==> config.mk <==
export PLATFORM = sky130hd
export DESIGN_NAME = pwm_bank
export DESIGN_NICKNAME = d
export VERILOG_FILES = /design/src/rtl/pwm_bank_pkg.sv /design/src/rtl/pwm_scaler.sv /design/src/rtl/pwm_channel.sv /design/src/rtl/pwm_bank.sv
export SDC_FILE = /design/constraint.sdc
export NUM_CORES = 1
export LEC_CHECK = 0
export ABC_AREA = 1
export BUFFER_PORTS_ARGS = -buffer_cell sky130_fd_sc_hd__buf_2
export CORE_MARGIN = 8
export CORE_UTILIZATION = 50
export DETAILED_ROUTE_END_ITERATION = 10
export GPL_TIMING_DRIVEN = 0
export PLACE_DENSITY = 0.66
export RECOVER_POWER = 100
export SYNTH_ARGS = -nofsm -noshare
export SYNTH_HDL_FRONTEND = slang
export SYNTH_SLANG_ARGS = --single-unit
==> constraint.sdc <==
create_clock -name clk_i -period 3.8 [get_ports clk_i]
set_clock_uncertainty 0.15 [all_clocks]
set_input_delay 0.38 -clock clk_i [delete_from_list [all_inputs] [get_ports clk_i]]
set_output_delay 0.38 -clock clk_i [all_outputs]
set_load 0.005 [all_outputs]
==> src/rtl/pwm_bank_pkg.sv <==
package pwm_bank_pkg;
  localparam logic [11:0] G_START = 12'h004;
  localparam logic [11:0] G_STOP  = 12'h008;
  localparam logic [11:0] G_RUN   = 12'h00C;
  localparam logic [11:0] G_EVT   = 12'h01C;
  localparam logic [4:0] O_MODE   = 5'h00;
  localparam logic [4:0] O_THR    = 5'h04;
  localparam logic [4:0] O_THR_S  = 5'h08;
  localparam logic [4:0] O_PER    = 5'h0C;
  localparam logic [4:0] O_PER_S  = 5'h10;
  localparam int unsigned POL_BIT = 9;

  typedef struct packed {
    logic mode;
    logic thr;
    logic thr_s;
    logic per;
    logic per_s;
  } ch_wr_t;
endpackage

==> src/rtl/pwm_scaler.sv <==
module pwm_scaler #(
  parameter int unsigned PRE_W   = 4,
  parameter int unsigned MAX_PRE = 10
) (
  input  logic             clk_i,
  input  logic             rst_ni,
  input  logic             run_i,
  input  logic             restart_i,
  input  logic [PRE_W-1:0] sel_i,
  output logic             tick_o
);
  localparam int unsigned DIV_W = (MAX_PRE > 0) ? MAX_PRE : 1;
  localparam logic [PRE_W-1:0] SEL_MAX = PRE_W'(MAX_PRE);

  logic [DIV_W-1:0] div_q;
  logic [PRE_W-1:0] sel_eff;
  logic [DIV_W:0]   mask_w;
  logic [DIV_W-1:0] mask;

  // exponents above the limit saturate
  assign sel_eff = (sel_i > SEL_MAX) ? SEL_MAX : sel_i;
  assign mask_w  = ((DIV_W+1)'(1) << sel_eff) - (DIV_W+1)'(1);
  assign mask    = mask_w[DIV_W-1:0];
  assign tick_o  = run_i && ((div_q & mask) == mask);

  always_ff @(posedge clk_i or negedge rst_ni) begin
    if (!rst_ni)        div_q <= '0;
    else if (restart_i) div_q <= '0;
    else if (run_i)     div_q <= div_q + DIV_W'(1);
  end
endmodule

==> src/rtl/pwm_channel.sv <==
module pwm_channel
  import pwm_bank_pkg::*;
#(
  parameter int unsigned CNT_W   = 16,
  parameter int unsigned PRE_W   = 4,
  parameter int unsigned MAX_PRE = 10
) (
  input  logic             clk_i,
  input  logic             rst_ni,
  input  ch_wr_t           wr_i,
  input  logic [CNT_W-1:0] val_i,
  input  logic [PRE_W-1:0] pre_i,
  input  logic             pol_i,
  input  logic             start_i,
  input  logic             stop_i,
  output logic             run_o,
  output logic             evt_o,
  output logic             pwm_o,
  output logic [PRE_W-1:0] pre_o,
  output logic             pol_o,
  output logic [CNT_W-1:0] thr_o,
  output logic [CNT_W-1:0] thr_s_o,
  output logic [CNT_W-1:0] per_o,
  output logic [CNT_W-1:0] per_s_o
);
  logic [PRE_W-1:0] pre_q;
  logic             pol_q, run_q, stop_q;
  logic [CNT_W-1:0] thr_q, thr_s_q, per_q, per_s_q, cnt_q;
  logic             thr_pend_q, per_pend_q;
  logic             tick, wrap;

  pwm_scaler #(.PRE_W(PRE_W), .MAX_PRE(MAX_PRE)) u_scaler (
    .clk_i     (clk_i),
    .rst_ni    (rst_ni),
    .run_i     (run_q),
    .restart_i (start_i),
    .sel_i     (pre_q),
    .tick_o    (tick)
  );

  // last count of the period; a zero period wraps on every tick
  assign wrap = tick && (({1'b0, cnt_q} + (CNT_W+1)'(1)) >= {1'b0, per_q});

  always_ff @(posedge clk_i or negedge rst_ni) begin
    if (!rst_ni) begin
      pre_q      <= '0;
      pol_q      <= 1'b0;
      run_q      <= 1'b0;
      stop_q     <= 1'b0;
      thr_q      <= '0;
      thr_s_q    <= '0;
      per_q      <= '0;
      per_s_q    <= '0;
      cnt_q      <= '0;
      thr_pend_q <= 1'b0;
      per_pend_q <= 1'b0;
    end else begin
      if (wr_i.mode) begin
        pre_q <= pre_i;
        pol_q <= pol_i;
      end
      if (start_i) begin
        run_q  <= 1'b1;
        stop_q <= 1'b0;
        cnt_q  <= '0;
      end else begin
        if (stop_i && run_q) stop_q <= 1'b1;
        if (wrap) begin
          cnt_q <= '0;
          if (stop_q || stop_i) begin
            run_q  <= 1'b0;
            stop_q <= 1'b0;
          end
        end else if (tick) begin
          cnt_q <= cnt_q + CNT_W'(1);
        end
      end
      if (wrap && thr_pend_q) begin
        thr_q      <= thr_s_q;
        thr_pend_q <= 1'b0;
      end
      if (wrap && per_pend_q) begin
        per_q      <= per_s_q;
        per_pend_q <= 1'b0;
      end
      if (wr_i.thr && !run_q) thr_q <= val_i;
      if (wr_i.per && !run_q) per_q <= val_i;
      if (wr_i.thr_s) begin
        thr_s_q    <= val_i;
        thr_pend_q <= 1'b1;
      end
      if (wr_i.per_s) begin
        per_s_q    <= val_i;
        per_pend_q <= 1'b1;
      end
    end
  end

  assign run_o   = run_q;
  assign evt_o   = wrap;
  assign pwm_o   = run_q ? ((cnt_q >= thr_q) ^ pol_q) : pol_q;
  assign pre_o   = pre_q;
  assign pol_o   = pol_q;
  assign thr_o   = thr_q;
  assign thr_s_o = thr_s_q;
  assign per_o   = per_q;
  assign per_s_o = per_s_q;
endmodule

==> src/rtl/pwm_bank.sv <==
module pwm_bank
  import pwm_bank_pkg::*;
#(
  parameter int unsigned NUM_CH  = 4,
  parameter int unsigned CNT_W   = 16,
  parameter int unsigned PRE_W   = 4,
  parameter int unsigned MAX_PRE = 10
) (
  input  logic              clk_i,
  input  logic              rst_ni,
  input  logic              req_i,
  input  logic              we_i,
  input  logic [11:0]       addr_i,
  input  logic [31:0]       wdata_i,
  output logic [31:0]       rdata_o,
  output logic [NUM_CH-1:0] pwm_o
);
  localparam int unsigned CH_W = (NUM_CH > 1) ? $clog2(NUM_CH) : 1;

  logic              in_ch;
  logic [CH_W-1:0]   ch_sel;
  logic [4:0]        ofs;
  logic              wr, rd, rd_evt;
  logic [NUM_CH-1:0] start_v, stop_v, run_v, evt_v, pol_v, isr_q;
  logic [31:0]       rd_mux, rdata_q;

  logic [PRE_W-1:0]  pre_a   [NUM_CH];
  logic [CNT_W-1:0]  thr_a   [NUM_CH];
  logic [CNT_W-1:0]  thr_s_a [NUM_CH];
  logic [CNT_W-1:0]  per_a   [NUM_CH];
  logic [CNT_W-1:0]  per_s_a [NUM_CH];

  assign wr      = req_i && we_i;
  assign rd      = req_i && !we_i;
  assign in_ch   = (addr_i[11:9] == 3'b001) && (int'(addr_i[8:5]) < NUM_CH);
  assign ch_sel  = addr_i[5 +: CH_W];
  assign ofs     = addr_i[4:0];
  assign start_v = (wr && addr_i == G_START) ? wdata_i[NUM_CH-1:0] : '0;
  assign stop_v  = (wr && addr_i == G_STOP)  ? wdata_i[NUM_CH-1:0] : '0;
  assign rd_evt  = rd && (addr_i == G_EVT);

  for (genvar c = 0; c < NUM_CH; c++) begin : g_ch
    ch_wr_t wr_c;
    logic   hit;
    assign hit        = wr && in_ch && (ch_sel == CH_W'(c));
    assign wr_c.mode  = hit && (ofs == O_MODE);
    assign wr_c.thr   = hit && (ofs == O_THR);
    assign wr_c.thr_s = hit && (ofs == O_THR_S);
    assign wr_c.per   = hit && (ofs == O_PER);
    assign wr_c.per_s = hit && (ofs == O_PER_S);

    pwm_channel #(.CNT_W(CNT_W), .PRE_W(PRE_W), .MAX_PRE(MAX_PRE)) u_ch (
      .clk_i   (clk_i),
      .rst_ni  (rst_ni),
      .wr_i    (wr_c),
      .val_i   (wdata_i[CNT_W-1:0]),
      .pre_i   (wdata_i[PRE_W-1:0]),
      .pol_i   (wdata_i[POL_BIT]),
      .start_i (start_v[c]),
      .stop_i  (stop_v[c]),
      .run_o   (run_v[c]),
      .evt_o   (evt_v[c]),
      .pwm_o   (pwm_o[c]),
      .pre_o   (pre_a[c]),
      .pol_o   (pol_v[c]),
      .thr_o   (thr_a[c]),
      .thr_s_o (thr_s_a[c]),
      .per_o   (per_a[c]),
      .per_s_o (per_s_a[c])
    );
  end

  always_comb begin
    rd_mux = '0;
    if (in_ch) begin
      unique case (ofs)
        O_MODE: begin
          rd_mux[PRE_W-1:0] = pre_a[ch_sel];
          rd_mux[POL_BIT]   = pol_v[ch_sel];
        end
        O_THR:   rd_mux[CNT_W-1:0] = thr_a[ch_sel];
        O_THR_S: rd_mux[CNT_W-1:0] = thr_s_a[ch_sel];
        O_PER:   rd_mux[CNT_W-1:0] = per_a[ch_sel];
        O_PER_S: rd_mux[CNT_W-1:0] = per_s_a[ch_sel];
        default: rd_mux = '0;
      endcase
    end else if (addr_i == G_RUN) begin
      rd_mux[NUM_CH-1:0] = run_v;
    end else if (addr_i == G_EVT) begin
      rd_mux[NUM_CH-1:0] = isr_q;
    end
  end

  always_ff @(posedge clk_i or negedge rst_ni) begin
    if (!rst_ni) begin
      isr_q   <= '0;
      rdata_q <= '0;
    end else begin
      // events of the read cycle survive the clear
      isr_q <= rd_evt ? evt_v : (isr_q | evt_v);
      if (rd) rdata_q <= rd_mux;
    end
  end

  assign rdata_o = rdata_q;
endmodule

==> results.py, run 1 <==
metrics = {
    "floorplanning": {
        "ios": 84,
        "die-area_um2": 58700,
        "fp.coreArea_um2": 51000,
        "start_util": 0.502,
        "row_count": 83,
        "fp.dieW_um": 242,
        "fp.dieH_um": 242,
    },
    "clock_tree": {
        "clkSinkCount": 416,
        "clockRootBuffer": "clkbuf_16",
        "cts_buffer_depth": 3,
        "htreeDepth": 2,
        "path_clk_slew_ns": 0.06,
        "post_cts_buffers": 0,
        "clkLatencyLatePin_ns": 0.61,
        "cts_made_buffers": 49,
        "cts_tree": "yes",
    },
    "synthesis": {
        "synth_cell_types": 51,
        "netlist_instances": 3408,
        "avgSynthCellArea_um2": 7.52,
        "synthArstFlopShare": 1.00,
        "synth_top_flop_cell": "dfrtp_1",
        "ys_seq_elements": 416,
        "yosys_warnings": 0,
        "yosysSeqAreaShare": 0.406,
        "synth_edf_count": 0,
        "syn_area_um2": 25600,
    },
    "route": {
        "drtPass1Iterations": 6,
        "drc_errors": 0,
        "vias": 25500,
        "wl_um": 98700,
        "dr.first_iter.drc_count": 3078,
        "wl_per_cell_um": 23.2,
        "final_antenna_net_count": 0,
        "via_per_inst": 5.99,
    },
    "place": {
        "dp.final_hpwl_um": 75600,
        "placed_area_um2": 26900,
        "io_buffers": 51,
        "numPlacedInstances": 4157,
        "place_congestion": 1.07,
    },
    "final_layout": {
        "syn_to_final_growth_pct": 11.5,
        "stdcell_area_um2": 28600,
        "fin_cells": 4251,
        "num-fill-cells": 4925,
        "fin_nets": 3717,
        "drive_gt1_frac": 0.0729,
    },
    "timing": {
        "setup_viol": 0,
        "period_share": 0.939,
        "slew_viol_final": 0,
        "relSlewSlack": 0.0574,
        "hold_viol_final": 0,
        "final.setup.tns_ns": 0,
        "post-route-min-period_ns": 3.57,
        "max_freq_mhz": 280,
        "worst_pin_slew_ns": 1.41,
    },
    "critical_path": {
        "start_kind": "primary input",
        "critPathArrivalTime_ns": 3.89,
        "rr_worst_depth": 21,
        "path_max_fanout": 10,
        "criticalPathCategory": "in2reg",
        "r2r_start": "g_ch[1].u_ch.cnt_q[0]",
        "r2r-end": "g_ch[1].u_ch.thr_o[9]",
        "r2r_slack_ns": 0.24,
        "cp.required_ns": 4.12,
        "worstSetupEndpointType": "flop",
    },
    "job": {
        "maxCapViolCount": 0,
    },
    "global_route": {
        "grt.busiest_layer": "met2",
        "grt_overflow": 0,
        "grt_pass1_wl_um": 148000,
        "use_met2": 0.477,
        "grt_usage": 0.326,
        "grt_max_degree": 112,
        "grt.met1_usage": 0.455,
        "grt_antenna_before_repair": 0,
        "grt_use_met3": 0.0902,
        "grt_pass1_vias": 24300,
    },
    "worst_hold_path": {
        "hold_depth": 4,
        "holdPathEnd": "g_ch[1].u_ch.stop_q",
        "hp-class": "in2reg",
        "hp-start": "wdata_i[1]",
    },
    "power_and_ir_drop": {
        "powerDensity_nw_per_um2": 379,
        "power.total_w": 0.0108,
        "cellLeakagePower_nw": 14.3,
        "peakVddDrop_mv": 0.298,
    },
    "outcome": {
        "outcome": "finished clean",
    },
}
[cells in the final DEF (no fill, tap or decap), drive strengths merged, types with 2 or more instances in the layout]
cell type / count
bufinv: 2
nand3b: 11
o211ai: 10
clkbuf: 195
nand3: 228
nand2: 964
nor2: 121
a31oi: 4
clkinvlp: 2
dfrtp: 416
conb: 16
o21ai: 395
diode: 5
xnor2: 13
nand4: 101
o21a: 12
nor4: 15
a21oi: 111
nor3: 51
o31ai: 8
o22ai: 63
a22oi: 77
nor3b: 6
xor2: 45
ha: 140
buf: 103
o221ai: 3
inv: 421
a211oi: 3
o21bai: 5
clkinv: 17
[cell type report]
cell class | count | area [µm²] | share of cell area
sequential | 416 | 10400 | 0.365
clock inverter | 18 | 149 | 0.00521
multi-input combinational | 2409 | 12900 | 0.451
buffer | 174 | 881 | 0.0308
antenna | 5 | 12.5 | 0.000438
clock buffer | 70 | 1480 | 0.0517
timing repair buffer | 55 | 318 | 0.0111
inverter | 424 | 1590 | 0.0557
tap | 680 | 851 | 0.0298
[cell usage after synthesis, types with 8 or more instances]
| cell type | count | share of area |
|---|---|---|
| nand2_1 | 947 | 0.14 |
| dfrtp_1 | 416 | 0.41 |
| inv_1 | 407 | 0.060 |
| o21ai_0 | 377 | 0.074 |
| nand3_1 | 216 | 0.042 |
| ha_1 | 140 | 0.068 |
| a21oi_1 | 110 | 0.021 |
| nor2_1 | 106 | 0.016 |
| nand4_1 | 101 | 0.025 |
| clkbuf_1 | 99 | 0.015 |
| a22oi_1 | 77 | 0.023 |
| o22ai_1 | 63 | 0.015 |
| nor3_1 | 49 | 0.0096 |
| xor2_1 | 45 | 0.015 |
| buf_2 | 26 | 0.0051 |
| buf_4 | 26 | 0.0076 |
| o21ai_1 | 17 | 0.0033 |
| inv_2 | 14 | 0.0021 |
| nor4_1 | 14 | 0.0034 |
| xnor2_1 | 13 | 0.0044 |
| o21a_1 | 12 | 0.0035 |
| buf_6 | 11 | 0.0048 |
| nand2_2 | 11 | 0.0027 |
| nand3b_1 | 11 | 0.0032 |
| nor2_2 | 11 | 0.0027 |
| o211ai_1 | 10 | 0.0029 |
| nand3_2 | 8 | 0.0031 |
| o31ai_1 | 8 | 0.0023 |
[worst max-delay path: stages]
cell      delay, ns
clkbuf_1       0.14
nor2_1         0.91
nand3_1        0.31
nor2_1         0.22
nand3_1        0.35
nor2_1         0.39
clkinv_1       0.44
clkbuf_1       0.43
nand4_1        0.20
nand2_1        0.10
[routing by layer]
layer	vias up	routed length, µm
li1	11600	-
met1	12300	41800
met2	1403	41500
met3	213	11300
met4	0	3960
met5	-	0
[what timing repair did]
action	4_1_cts	5_1_grt
hold endpoints to repair	103	0
hold buffers	1	0
resized for setup	0	24
setup endpoints to repair	0	133
[report_power, final]
| part | switching, W | total [W] | internal (W) |
|---|---|---|---|
| combinational | 0.000832 | 0.00120 | 0.000366 |
| sequential | 0.000172 | 0.00479 | 0.00461 |
| clock | 0.00201 | 0.00483 | 0.00283 |
| total | 0.00301 | 0.0108 | 0.00781 |
[registers in the layout (all words and copies together), names as in the netlist]
name                      flops
g_ch.u_ch.thr_s_o            64
g_ch.u_ch.thr_o              64
g_ch.u_ch.run_o               4
g_ch.u_ch.per_o              64
g_ch.u_ch.cnt_q              64
rdata_o                      16
g_ch.u_ch.per_s_o            64
g_ch.u_ch.pre_o              16
g_ch.u_ch.thr_pend_q          4
g_ch.u_ch.stop_q              4
g_ch.u_ch.pol_o               4
g_ch.u_ch.per_pend_q          4
g_ch.u_ch.u_scaler.div_q     40
isr_q                         4
[stage by stage]
stage	utilization	worst slack (ns)	hold slack, ns
after floorplan	-	0.772	-0.0656
after global placement	0.525	-6.26	0.319
after detailed placement	0.527	0.0234	0.325
after CTS	0.559	0.0139	0.0165
after global routing	0.560	-0.0111	0.0573
final	0.560	0.233	0.0442
[worst max path at each step]
stage	to	slack, ns	startpoint	cells after the start
after CTS	g_ch[2].u_ch.thr_o[12]	0.01	g_ch[2].u_ch.cnt_q[4]	18
after detailed placement	g_ch[2].u_ch.thr_o[14]	0.02	g_ch[2].u_ch.cnt_q[4]	18
final	g_ch[2].u_ch.cnt_q[13]	0.23	addr_i[5]	10
after floorplan	g_ch[2].u_ch.per_o[9]	0.77	g_ch[2].u_ch.cnt_q[0]	18
after global placement	g_ch[1].u_ch.cnt_q[12]	-6.26	rst_ni	1
after global routing	g_ch[0].u_ch.cnt_q[14]	-0.01	g_ch[0].u_ch.cnt_q[0]	19
[logic make-up (layout without fill, tap and decap cells)]
logic type / count (synthesis) / count (layout) / share of synthesized area
and+or+nand+nor: 1500 / 1500 / 0.257
AOI/OAI and AO/OA: 695 / 695 / 0.152
buffers and inverters: 598 / 741 / 0.0966
DFF: 416 / 416 / 0.406
adders and majority gates: 140 / 140 / 0.0684
xor gates and xnor gates: 58 / 58 / 0.0198
other: 1 / 21 / 0.000146
(Power assumes the default switching activity.)
==> run 2: changes to the inputs <==
--- a/config.mk
+++ b/config.mk
@@ -6,13 +6,13 @@
 export NUM_CORES = 1
 export LEC_CHECK = 0
 export ABC_AREA = 1
-export BUFFER_PORTS_ARGS = -buffer_cell sky130_fd_sc_hd__buf_2
 export CORE_MARGIN = 8
 export CORE_UTILIZATION = 50
 export DETAILED_ROUTE_END_ITERATION = 10
+export DONT_BUFFER_PORTS = 1
 export GPL_TIMING_DRIVEN = 0
-export PLACE_DENSITY = 0.66
 export RECOVER_POWER = 100
 export SYNTH_ARGS = -nofsm -noshare
 export SYNTH_HDL_FRONTEND = slang
+export SYNTH_HIERARCHICAL = 1
 export SYNTH_SLANG_ARGS = --single-unit
==> results.py, run 2 <==
metrics = {
    "outcome": {
        "outcome": "finished, violations left",
        "violations": "hold timing",
    },
    "place": {
        "io_buffers": 0,
        "pre_cts_slack_ns": -0.383,
        "dp.final_hpwl_um": 76600,
        "place_congestion": 1.05,
    },
    "route": {
        "via_per_inst": 5.55,
        "drtPass1Iterations": 6,
        "final_antenna_net_count": 0,
        "dr.first_iter.drc_count": 2649,
        "wl_per_cell_um": 21.0,
        "wl_um": 99300,
        "vias": 26300,
        "drc_errors": 0,
    },
    "synthesis": {
        "synthArstFlopShare": 1.00,
        "yosysTopAreaCell": "dfrtp_1",
        "yosysSeqAreaShare": 0.380,
        "netlist_top_cells_count": "nand2_1, dfrtp_1, inv_1",
        "synth_edf_count": 0,
        "yosys-top-cells-area": "dfrtp_1, nand2_1, ha_1",
        "yosysMostFrequentCell": "nand2_1",
        "yosys_warnings": 6,
        "synth_top_flop_cell": "dfrtp_1",
        "avgSynthCellArea_um2": 6.99,
        "ys_seq_elements": 416,
        "netlist_instances": 3914,
        "synth_cell_types": 42,
        "syn_area_um2": 27400,
        "netlist.area_leader.share": 0.380,
    },
    "timing": {
        "slew_viol_final": 0,
        "max_freq_mhz": 280,
        "period_share": 0.940,
        "whs_ns": -0.665,
        "post-route-min-period_ns": 3.57,
        "setup_viol": 0,
        "hold_viol_final": 416,
        "worst_pin_slew_ns": 1.14,
        "rsz0062_at_grt": "no",
        "final.setup.tns_ns": 0,
        "relSlewSlack": 0.239,
        "postLayoutSetupSlackWorst_ns": 0.227,
    },
    "global_route": {
        "grt.busiest_layer": "met2",
        "grt_antenna_before_repair": 4,
        "grt_max_degree": 417,
        "grt_use_met3": 0.0624,
        "grt.met1_usage": 0.452,
        "grt_usage": 0.313,
        "grt_pass1_vias": 24400,
        "grt_pass1_wl_um": 151000,
        "grt_overflow": 0,
        "use_met2": 0.457,
    },
    "floorplanning": {
        "start_util": 0.507,
        "ios": 84,
        "fp.dieW_um": 250,
        "row_count": 85,
        "die-area_um2": 62500,
        "fp.dieH_um": 250,
        "fp.coreArea_um2": 54000,
    },
    "clock_tree": {
        "clockRootBuffer": "clkbuf_16",
        "cts_tree": "yes",
        "post_cts_buffers": 0,
        "htreeDepth": 2,
        "cts_made_buffers": 49,
        "clkSinkCount": 416,
        "cts.repair.resized": 0,
        "cts_buffer_depth": 3,
        "postCtsHoldBufs": 19,
        "clkLatencyLatePin_ns": 0.59,
        "path_clk_slew_ns": 0.06,
    },
    "final_layout": {
        "fin_nets": 4187,
        "mostFrequentLayoutCell": "nand2_1",
        "syn_to_final_growth_pct": 9.30,
        "num-fill-cells": 5458,
        "final_cell_mix": "nand2_1, inv_1, dfrtp_1",
        "multi_input_area_um2": 14300,
        "drive_gt1_frac": 0.0615,
        "seq_area_um2": 10400,
    },
    "worst_hold_path": {
        "hp-class": "in2async",
    },
    "critical_path": {
        "cpMaxStageDelayCell": "nor2_1",
        "cp.required_ns": 4.13,
        "critPathArrivalTime_ns": 3.90,
        "rr_worst_depth": 16,
        "r2r_slack_ns": 0.27,
        "r2r_start": "g_ch[1].u_ch/cnt_q[2]",
        "crit_start": "addr_i[6]",
        "slowest_delay_ns": 0.95,
        "worstSetupEndpointType": "flop",
        "path_max_fanout": 10,
        "start_kind": "primary input",
        "criticalPathCategory": "in2reg",
        "cp_common_cell": "nand4_1",
        "cp_cell_sequence": "buf_6 -> clkinvlp_2 -> nand2_2 -> nor3_4 -> nand4_1 -> nor2_1 -> clkinv_1 -> buf_1 -> nand4_1 -> nand2_1",
        "r2r-end": "g_ch[1].u_ch/run_o",
    },
    "job": {
        "maxCapViolCount": 0,
    },
    "power_and_ir_drop": {
        "powerDensity_nw_per_um2": 325,
        "power.total_w": 0.00973,
        "cellLeakagePower_nw": 15.6,
        "peakVddDrop_mv": 0.306,
    },
}
run 2: changes by cell type in the layout (fill, tap and decap cells not counted), sizes merged, moves of 10 or more:
| cell | delta |
|---|---|
| dlygate4sd3 | +18 |
| clkbuf | -40 |
| nand3 | +114 |
| a22oi | -77 |
| nand2 | +564 |
| a21oi | -26 |
| nor2 | +85 |
| mux2 | +16 |
| o21a | -10 |
| nor4 | -13 |
| o22ai | -63 |
| o21ai | -35 |
| nor3 | -18 |
| buf | -15 |
run 2: how the worst max path moves through the flow:
stage                     slack (ns)                     end  depth (start not counted)
after global routing            0.01      g_ch[1].u_ch/run_o                         16
final                           0.23  g_ch[1].u_ch/cnt_q[12]                         10
after global placement         -0.34  g_ch[1].u_ch/cnt_q[12]                         11
after floorplan                 0.99   g_ch[1].u_ch/thr_o[0]                         20
after CTS                       0.24  g_ch[1].u_ch/cnt_q[12]                         11
after detailed placement       -0.38  g_ch[1].u_ch/cnt_q[12]                         11
run 2: per-layer routing:
metal | vias to the layer above | share of wire
met5 | - | 0.00032
met4 | 4 | 0.043
met3 | 217 | 0.092
met2 | 1072 | 0.42
met1 | 12300 | 0.45
li1 | 12700 | -
run 2: logic make-up after synthesis:
group,synth area share
fa+ha+maj,0.0640
buf+inv,0.0921
mux,0.00658
compound gates,0.0902
flops,0.380
simple gates,0.351
xor+xnor,0.0160
other cells,0.000137
run 2: cell type report:
cell class / instances / area share
diodes: 2 / 0.000167
plain buffers: 170 / 0.0292
well taps: 696 / 0.0291
inverters: 431 / 0.0541
multi-input cells: 2912 / 0.478
clock buffers: 73 / 0.0484
clock inverters: 14 / 0.00678
repair buffers: 19 / 0.00636
flip-flops and latches: 416 / 0.348
run 2: critical path, delay by kind of cell:
family        cells  cell delay [ns]
simple gates      6             1.97
buf+inv           4             1.52
run 2: where the power goes:
group	switching, W	leakage (nW)	internal, W	total, W
clock network	0.00193	0.817	0.00295	0.00488
registers	0.0000232	5.63	0.00445	0.00447
logic	0.000273	9.11	0.0000948	0.000368
run 2: per-stage QoR:
| stage | instance area (µm²) | util | instances | hold slack (ns) |
|---|---|---|---|---|
| global placement | 28300 | 0.524 | 4625 | -0.0563 |
| global route | 29900 | 0.554 | 4732 | -0.681 |
| CTS | 30100 | 0.558 | 4731 | -0.700 |
| detailed placement | 28300 | 0.524 | 4625 | -0.0571 |
| finish | 29900 | 0.554 | 4733 | -0.665 |
| floorplan | 27400 | - | 3929 | -0.0656 |
